===== config.mk =====
export PLATFORM = sky130hd
export DESIGN_NAME = adcb_out_top
export DESIGN_NICKNAME = d
export VERILOG_FILES = /design/src/rtl/adcb_pkg.sv /design/src/rtl/adcb_status.sv /design/src/rtl/adcb_seq.sv /design/src/rtl/adcb_bus.sv /design/src/rtl/adcb_out_top.sv
export SDC_FILE = /design/constraint.sdc
export NUM_CORES = 1
export LEC_CHECK = 0
export ABC_CLOCK_PERIOD_IN_PS = 6600
export BUFFER_PORTS_ARGS = -buffer_cell sky130_fd_sc_hd__buf_2
export CAP_MARGIN = 20
export CORE_UTILIZATION = 45
export CTS_BUF_LIST = sky130_fd_sc_hd__clkbuf_16
export CTS_CLUSTER_SIZE = 14
export DETAILED_ROUTE_END_ITERATION = 8
export GPL_TIMING_DRIVEN = 0
export PLACE_DENSITY_LB_ADDON = 0.15
export SYNTH_ARGS = -nofsm -noshare
export SYNTH_HDL_FRONTEND = slang
export SYNTH_SLANG_ARGS = --single-unit

===== constraint.sdc =====
create_clock -name clk -period 6.6 [get_ports clk]
set_input_delay 1.98 -clock clk [delete_from_list [all_inputs] [get_ports clk]]
set_output_delay 1.98 -clock clk [all_outputs]
set_load 0.02 [all_outputs]

===== src/rtl/adcb_pkg.sv =====
package adcb_pkg;

  typedef enum logic [1:0] {
    SEL_LO   = 2'd0,
    SEL_MID  = 2'd1,
    SEL_HI   = 2'd2,
    SEL_NONE = 2'd3
  } bsel_e;

  typedef struct packed {
    logic        pol;
    logic        ovr;
    logic [15:0] mag;
  } result_t;

  // number of bytes a result occupies for a given magnitude width
  function automatic int unsigned bytes_for(input int unsigned w);
    return (w > 14) ? 3 : 2;
  endfunction

  // byte layout of a result for the given selector
  function automatic logic [7:0] pick_byte(input result_t r, input bsel_e s,
                                           input int unsigned w);
    logic [7:0] b;
    b = '0;
    unique case (s)
      SEL_LO:  b = r.mag[7:0];
      SEL_MID: b = (w > 14) ? r.mag[15:8] : 8'h00;
      SEL_HI:  b = (w > 14) ? {r.pol, r.ovr, 6'b000000}
                            : {r.pol, r.ovr, r.mag[13:8]};
      default: b = 8'h00;
    endcase
    return b;
  endfunction

  // burst index counts down from nb-1 to 0
  function automatic bsel_e burst_sel(input logic [1:0] idx, input int unsigned nb);
    if (idx == 2'd0)                  return SEL_LO;
    else if (32'(idx) == nb - 1)      return SEL_HI;
    else                              return SEL_MID;
  endfunction

  // direct-mode byte selection with priority high > middle > low
  function automatic bsel_e direct_sel(input logic hi, input logic mid,
                                       input logic lo, input int unsigned w);
    if (hi)                return SEL_HI;
    else if (mid && w > 14) return SEL_MID;
    else if (lo)           return SEL_LO;
    else                   return SEL_NONE;
  endfunction

endpackage


===== src/rtl/adcb_status.sv =====
module adcb_status
  import adcb_pkg::*;
#(
  parameter int unsigned MAG_W = 16
) (
  input  logic             clk,
  input  logic             rst_n,
  input  logic             integ_start_i,
  input  logic             result_rdy_i,
  input  logic [MAG_W-1:0] count_i,
  input  logic             pol_i,
  input  logic             ovr_i,
  output result_t          lat_o,
  output logic             latch_evt_o,
  output logic             status_o
);

  logic    stat_q;   // rising-edge part of STATUS
  logic    stat_nq;  // falling-edge copy, delays the fall by half a period
  result_t lat_q;

  assign latch_evt_o = result_rdy_i & stat_q;

  always_ff @(posedge clk or negedge rst_n) begin
    if (!rst_n)              stat_q <= 1'b0;
    else if (integ_start_i)  stat_q <= 1'b1;
    else if (latch_evt_o)    stat_q <= 1'b0;
  end

  always_ff @(negedge clk or negedge rst_n) begin
    if (!rst_n) stat_nq <= 1'b0;
    else        stat_nq <= stat_q;
  end

  always_ff @(posedge clk or negedge rst_n) begin
    if (!rst_n) begin
      lat_q <= '0;
    end else if (latch_evt_o) begin
      lat_q.pol <= pol_i;
      lat_q.ovr <= ovr_i;
      lat_q.mag <= 16'(count_i);
    end
  end

  assign status_o = stat_q | stat_nq;
  assign lat_o    = lat_q;

  // integrate start raises STATUS
  a_r4_status_rise: assert property (@(posedge clk) disable iff (!rst_n)
    integ_start_i |=> status_o);

  // a latch without a new integrate start leaves STATUS low by the next edge
  a_r5_status_fall: assert property (@(posedge clk) disable iff (!rst_n)
    (latch_evt_o && !integ_start_i) |=> !status_o);

  // latch contents never move while STATUS is low
  a_r6_hold_low: assert property (@(posedge clk) disable iff (!rst_n)
    !status_o |=> $stable(lat_q));

endmodule


===== src/rtl/adcb_seq.sv =====
module adcb_seq
  import adcb_pkg::*;
#(
  parameter int unsigned MAG_W = 16
) (
  input  logic    clk,
  input  logic    rst_n,
  input  logic    mode_i,
  input  logic    latch_evt_i,
  input  result_t lat_i,
  input  result_t new_i,
  output logic    busy_o,
  output bsel_e   sel_o,
  output result_t snap_o,
  output logic    trig_o,
  output logic    drop_o
);

  localparam int unsigned NB = bytes_for(MAG_W);

  logic       mode_q;
  logic       busy_q;
  logic [1:0] idx_q;
  result_t    snap_q;
  logic       mode_rise;
  logic       start;

  assign mode_rise = mode_i & ~mode_q;
  assign trig_o    = mode_rise | (mode_i & latch_evt_i);
  assign start     = trig_o & ~busy_q;
  assign drop_o    = trig_o & busy_q;

  always_ff @(posedge clk or negedge rst_n) begin
    if (!rst_n) mode_q <= 1'b0;
    else        mode_q <= mode_i;
  end

  always_ff @(posedge clk or negedge rst_n) begin
    if (!rst_n) begin
      busy_q <= 1'b0;
      idx_q  <= '0;
      snap_q <= '0;
    end else if (start) begin
      busy_q <= 1'b1;
      idx_q  <= 2'(NB - 1);
      snap_q <= latch_evt_i ? new_i : lat_i;
    end else if (busy_q) begin
      if (idx_q == 2'd0) busy_q <= 1'b0;
      else               idx_q  <= idx_q - 2'd1;
    end
  end

  assign busy_o = busy_q;
  assign sel_o  = busy_q ? burst_sel(idx_q, NB) : SEL_NONE;
  assign snap_o = snap_q;

  // every burst opens with the highest byte
  a_r9_burst_open: assert property (@(posedge clk) disable iff (!rst_n)
    $rose(busy_q) |-> (sel_o == SEL_HI));

  // mid-burst the snapshot is frozen and the burst continues
  a_r10_no_restart: assert property (@(posedge clk) disable iff (!rst_n)
    (busy_q && idx_q != 2'd0) |=> (busy_q && $stable(snap_q)));

endmodule


===== src/rtl/adcb_bus.sv =====
module adcb_bus
  import adcb_pkg::*;
#(
  parameter int unsigned MAG_W = 16
) (
  input  logic       clk,
  input  logic       rst_n,
  input  logic       mode_i,
  input  logic       chip_en_i,
  input  logic       ben_lo_i,
  input  logic       ben_mid_i,
  input  logic       ben_hi_i,
  input  logic       busy_i,
  input  bsel_e      burst_sel_i,
  input  result_t    snap_i,
  input  result_t    lat_i,
  output logic [7:0] data_o,
  output logic       data_oe_o,
  output logic       load_o
);

  bsel_e dsel;

  assign dsel = direct_sel(ben_hi_i, ben_mid_i, ben_lo_i, MAG_W);

  always_comb begin
    data_o    = 8'h00;
    data_oe_o = 1'b0;
    load_o    = 1'b0;
    if (busy_i) begin
      data_o    = pick_byte(snap_i, burst_sel_i, MAG_W);
      data_oe_o = 1'b1;
      load_o    = 1'b1;
    end else if (!mode_i && chip_en_i && dsel != SEL_NONE) begin
      data_o    = pick_byte(lat_i, dsel, MAG_W);
      data_oe_o = 1'b1;
    end
  end

  // outside a burst the bus is driven only for an enabled direct read
  a_r2_direct_gate: assert property (@(posedge clk) disable iff (!rst_n)
    (data_oe_o && !load_o) |-> (chip_en_i && !mode_i));

endmodule


===== src/rtl/adcb_out_top.sv =====
module adcb_out_top
  import adcb_pkg::*;
#(
  parameter int unsigned MAG_W = 16
) (
  input  logic             clk,
  input  logic             rst_n,
  input  logic             mode_i,
  input  logic             chip_en_i,
  input  logic             ben_lo_i,
  input  logic             ben_mid_i,
  input  logic             ben_hi_i,
  input  logic             result_rdy_i,
  input  logic             integ_start_i,
  input  logic [MAG_W-1:0] count_i,
  input  logic             pol_i,
  input  logic             ovr_i,
  output logic [7:0]       data_o,
  output logic             data_oe_o,
  output logic             load_o,
  output logic             status_o
);

  result_t lat;
  result_t incoming;
  result_t snap;
  logic    latch_evt;
  logic    busy;
  logic    trig;
  logic    drop;
  bsel_e   bsel;

  assign incoming.pol = pol_i;
  assign incoming.ovr = ovr_i;
  assign incoming.mag = 16'(count_i);

  adcb_status #(.MAG_W(MAG_W)) u_status (
    .clk          (clk),
    .rst_n        (rst_n),
    .integ_start_i(integ_start_i),
    .result_rdy_i (result_rdy_i),
    .count_i      (count_i),
    .pol_i        (pol_i),
    .ovr_i        (ovr_i),
    .lat_o        (lat),
    .latch_evt_o  (latch_evt),
    .status_o     (status_o)
  );

  adcb_seq #(.MAG_W(MAG_W)) u_seq (
    .clk        (clk),
    .rst_n      (rst_n),
    .mode_i     (mode_i),
    .latch_evt_i(latch_evt),
    .lat_i      (lat),
    .new_i      (incoming),
    .busy_o     (busy),
    .sel_o      (bsel),
    .snap_o     (snap),
    .trig_o     (trig),
    .drop_o     (drop)
  );

  adcb_bus #(.MAG_W(MAG_W)) u_bus (
    .clk        (clk),
    .rst_n      (rst_n),
    .mode_i     (mode_i),
    .chip_en_i  (chip_en_i),
    .ben_lo_i   (ben_lo_i),
    .ben_mid_i  (ben_mid_i),
    .ben_hi_i   (ben_hi_i),
    .busy_i     (busy),
    .burst_sel_i(bsel),
    .snap_i     (snap),
    .lat_i      (lat),
    .data_o     (data_o),
    .data_oe_o  (data_oe_o),
    .load_o     (load_o)
  );

  // width parameter limited to the two supported configurations
  a_r1_width: assert property (@(posedge clk) disable iff (!rst_n)
    (MAG_W == 16 || MAG_W == 14) && !(trig && drop && !busy));

endmodule


# Word-level counts from Yosys, hierarchy flattened
# Cells that the tools add are included.
# totals
regBits	42
inputBits	27
out_inout_bits	11
word_cells	58
# classes
addsub	1
eq_ne	7
mux	22
bitwise_logic	8
n_reduce_logical	9
# op_table
operator	count
case mux 8 bit (3 select lines)	2
two-way mux 18 bit	1
two-way mux 2 bit	9
two-way mux 8 bit	2
two-way mux 1 bit	8
equality test 2 bit, second input constant	3
logical NOT 2 bit	3
bitwise AND 1 bit	4
equality test 2 x 1 -> 1 bit, second input constant	2
nonzero test 2 bit	2
logical AND 1 bit	2
inequality test 2 x 1 -> 1 bit, second input constant	1
inequality test 2 bit, second input constant	1
NOT 1 bit	2
bitwise OR 1 bit	2
AND reduction 2 bit	1
subtractor 2 x 1 -> 2 bit, second input constant	1
logical NOT 1 bit	1

# Logic depth before layout (Yosys ltp)
# logic_depth
ltp_word	7
mapped_depth	6
ltp_nobuf	5

# By module
# A second synthesis with hierarchy kept.
# unflattened
cells_unflattened	166
hier_area_um2	2308.5
# modules_own_cells
mod	n_inst	cells_per_inst	area_per_inst_um2	seq_area_each_um2
adcb_seq	1	79	1208.7	550.5
adcb_status	1	44	780.7	500.5
adcb_bus	1	43	319.1	0.0

==> flow_summary.toml <==
[outcome]
status = "finished clean"

[route]
ant_nets = 0
routed_wl_um = 4100
drc = 0
vias = 1278
dr.pass1.iters = 4
drt-wirelength-per-cell_um = 17.60
first_iter_violations = 77
via_per_inst = 5.485

[sta]
rsz0062_at_grt = "false"
slew_headroom_pct = 39.04
setup_viol = 0
tightest_slew_ps = 914.4
fin_tns_setup_ps = 0
whs_ps = 503.2
drv_slew = 0
clock_skew_ps = 21.86
hold_viol = 0

[die]
pin_count = 38
start_util_pct = 47.02
coreArea_um2 = 4029
die_h_um = 66.88
num_rows = 23
fp.dieW_um = 66.88
die-area_um2 = 4473

[grt]
grt_pass1_vias = 1286
antenna_found_initial = 0
track_usage_pct = 21.07
overflow = 0
grt_pass1_wl_um = 6555
grt_max_degree = 43

[run]
max_cap_violations = 0

[pwr]
p_total_mw = 0.9656
power_density_nw_per_um2 = 423.8
peakVddDrop_uv = 189.6
leakagePower_nw = 1.034

[layout]
antenna_cells = 0
num-fill-cells = 345
layout_commonest_cell = "dfrtp_1"
fin_cells = 233
utilization_pct = 56.55
drive_above_1_share_pct = 45.90
fin_nets = 211
syn2layout_area_growth_pct = 20.28
layout_common_cells = "dfrtp_1 (41), buf_2 (38), mux2_2 (36)"

[clocking]
cts_setup_buffers = 0
cts.sinks = 42
cts_tree = "yes"
cts_resized = 0
cts_hold_buffers = 0
htree_levels = 2
root_buffer = "clkbuf_16"
numCtsBuffers = 5
clock_latency_ps = 300
clkTransAtPathRegs_ps = 50
clockBufferDepth = 2

[placement]
gp_congestion = 0.7660
io_buffer_count = 37
placedCellCount = 225
hpwl_um = 2718

[yosys]
seq_area_frac_synth_pct = 55.48
syn_nets = 167
synth_area_leaders = "dfrtp_1 (54%), mux2_2 (21%), mux2i_1 (4.8%), a22oi_1 (2.4%), nand2b_1 (2.0%)"
yosys.area.top_type = "dfrtp_1"
synth_cells = 138
avgSynthCellArea_um2 = 13.73
netlist.area_leader.share_pct = 54.16
yosysWarnings = 0
ys_ff_latch = 42
synthDistinctLibCells = 29
syn-cell-area_um2 = 1894

[setup_path]
worstSetupPathType = "flop to output port"
arrival_ps = 4330
critPathMaxFanout = 1
critPathRequiredTime_ps = 4620
startpoint_type = "flop"
crit_path_end_kind = "output port"

[min_path]
hp-class = "flop to flop"
## synthesized netlist by cell type, drive strengths merged
master and instances:
clkbuf 3, nor2 4, o22ai 6, dfrtp 41
nand2 1, o21ai 1, o21bai 1, mux2i 9
buf 3, a22oi 6, inv 3, o2bb2ai 2
a21boi 1, ha 2, or3b 1, a211o 1
dfrtn 1, nor2b 2, or2 1, mux2 36
or3 1, a21o 1, nand2b 6, a32o 2
a221o 2, nor3 1
## through the flow
| step | instance area (um^2) | setup slack [ps] |
|---|---|---|
| 2_1_floorplan | 1894 | 699.0 |
| 3_3_place_gp | 2142 | 606.7 |
| 3_5_place_dp | 2142 | 601.1 |
| 4_1_cts | 2278 | 280.8 |
| 5_1_grt | 2278 | 243.7 |
| 6_report | 2278 | 289.4 |
## per-layer routing
layer  track usage, %  routed length, um
met1            26.48               1747
met2            35.10               2063
met3            4.966                233
met4            7.447                 56
met5                0                  0
## worst paths after layout
check,endpoint,slack [ps],depth (start not counted),startpoint
worst max register to register,u_status.stat_nq$_DFF_NN0_,2730,0,u_status.stat_q$_DFFE_PN0P_
min in group asynchronous,u_status.stat_q$_DFFE_PN0P_,1820,1,rst_n
worst max-delay path,status_o,290,2,u_status.stat_nq$_DFF_NN0_
max in group asynchronous,u_status.stat_nq$_DFF_NN0_,1040,1,rst_n
worst min-delay path,u_seq.snap_o[2]$_DFFE_PN0P_,500,1,u_seq.snap_o[2]$_DFFE_PN0P_
worst min register to register,u_seq.snap_o[2]$_DFFE_PN0P_,500,1,u_seq.snap_o[2]$_DFFE_PN0P_
## cell type report
| class | count | area, um^2 | share of cell area (%) |
|---|---|---|---|
| Clock buffer | 5 | 125.1 | 5.491 |
| Clock inverter | 3 | 11.26 | 0.4942 |
| Sequential cell | 42 | 1051 | 46.13 |
| Buffer | 6 | 35.03 | 1.538 |
| Timing Repair Buffer | 37 | 185.2 | 8.127 |
| Tap cell | 50 | 62.56 | 2.746 |
| Inverter | 3 | 11.26 | 0.4942 |
| Multi-Input combinational cell | 87 | 797.0 | 34.98 |
## flip-flops by register name, indices dropped and copies added (netlist names)
name	cells
u_seq.snap_o	18
u_status.lat_o	18
u_seq.idx_q	2
u_seq.busy_o	1
u_seq.mode_q	1
u_status.stat_nq	1
u_status.stat_q	1
## critical path: stages, from the launching register on
cell and delay, ps:
dfrtn_1 310, or2_2 260, buf_2 160
## power breakdown
group	leakage [nW]	internal (mW)	switching [mW]
Combinational	0.476	0.167	0.177
Sequential	0.492	0.342	0.0513
Clock	0.0663	0.136	0.0921
## kinds of logic after synthesis
| family | after synthesis | synth area share [%] |
|---|---|---|
| AO/OA/AOI/OAI | 23 | 9.314 |
| multiplexers | 45 | 26.16 |
| buffers and inverters | 9 | 2.444 |
| adder cells (fa/ha/maj) | 2 | 1.321 |
| flip-flops | 42 | 55.48 |
| AND/OR/NAND/NOR | 17 | 5.285 |
(Power assumes the default switching activity.)
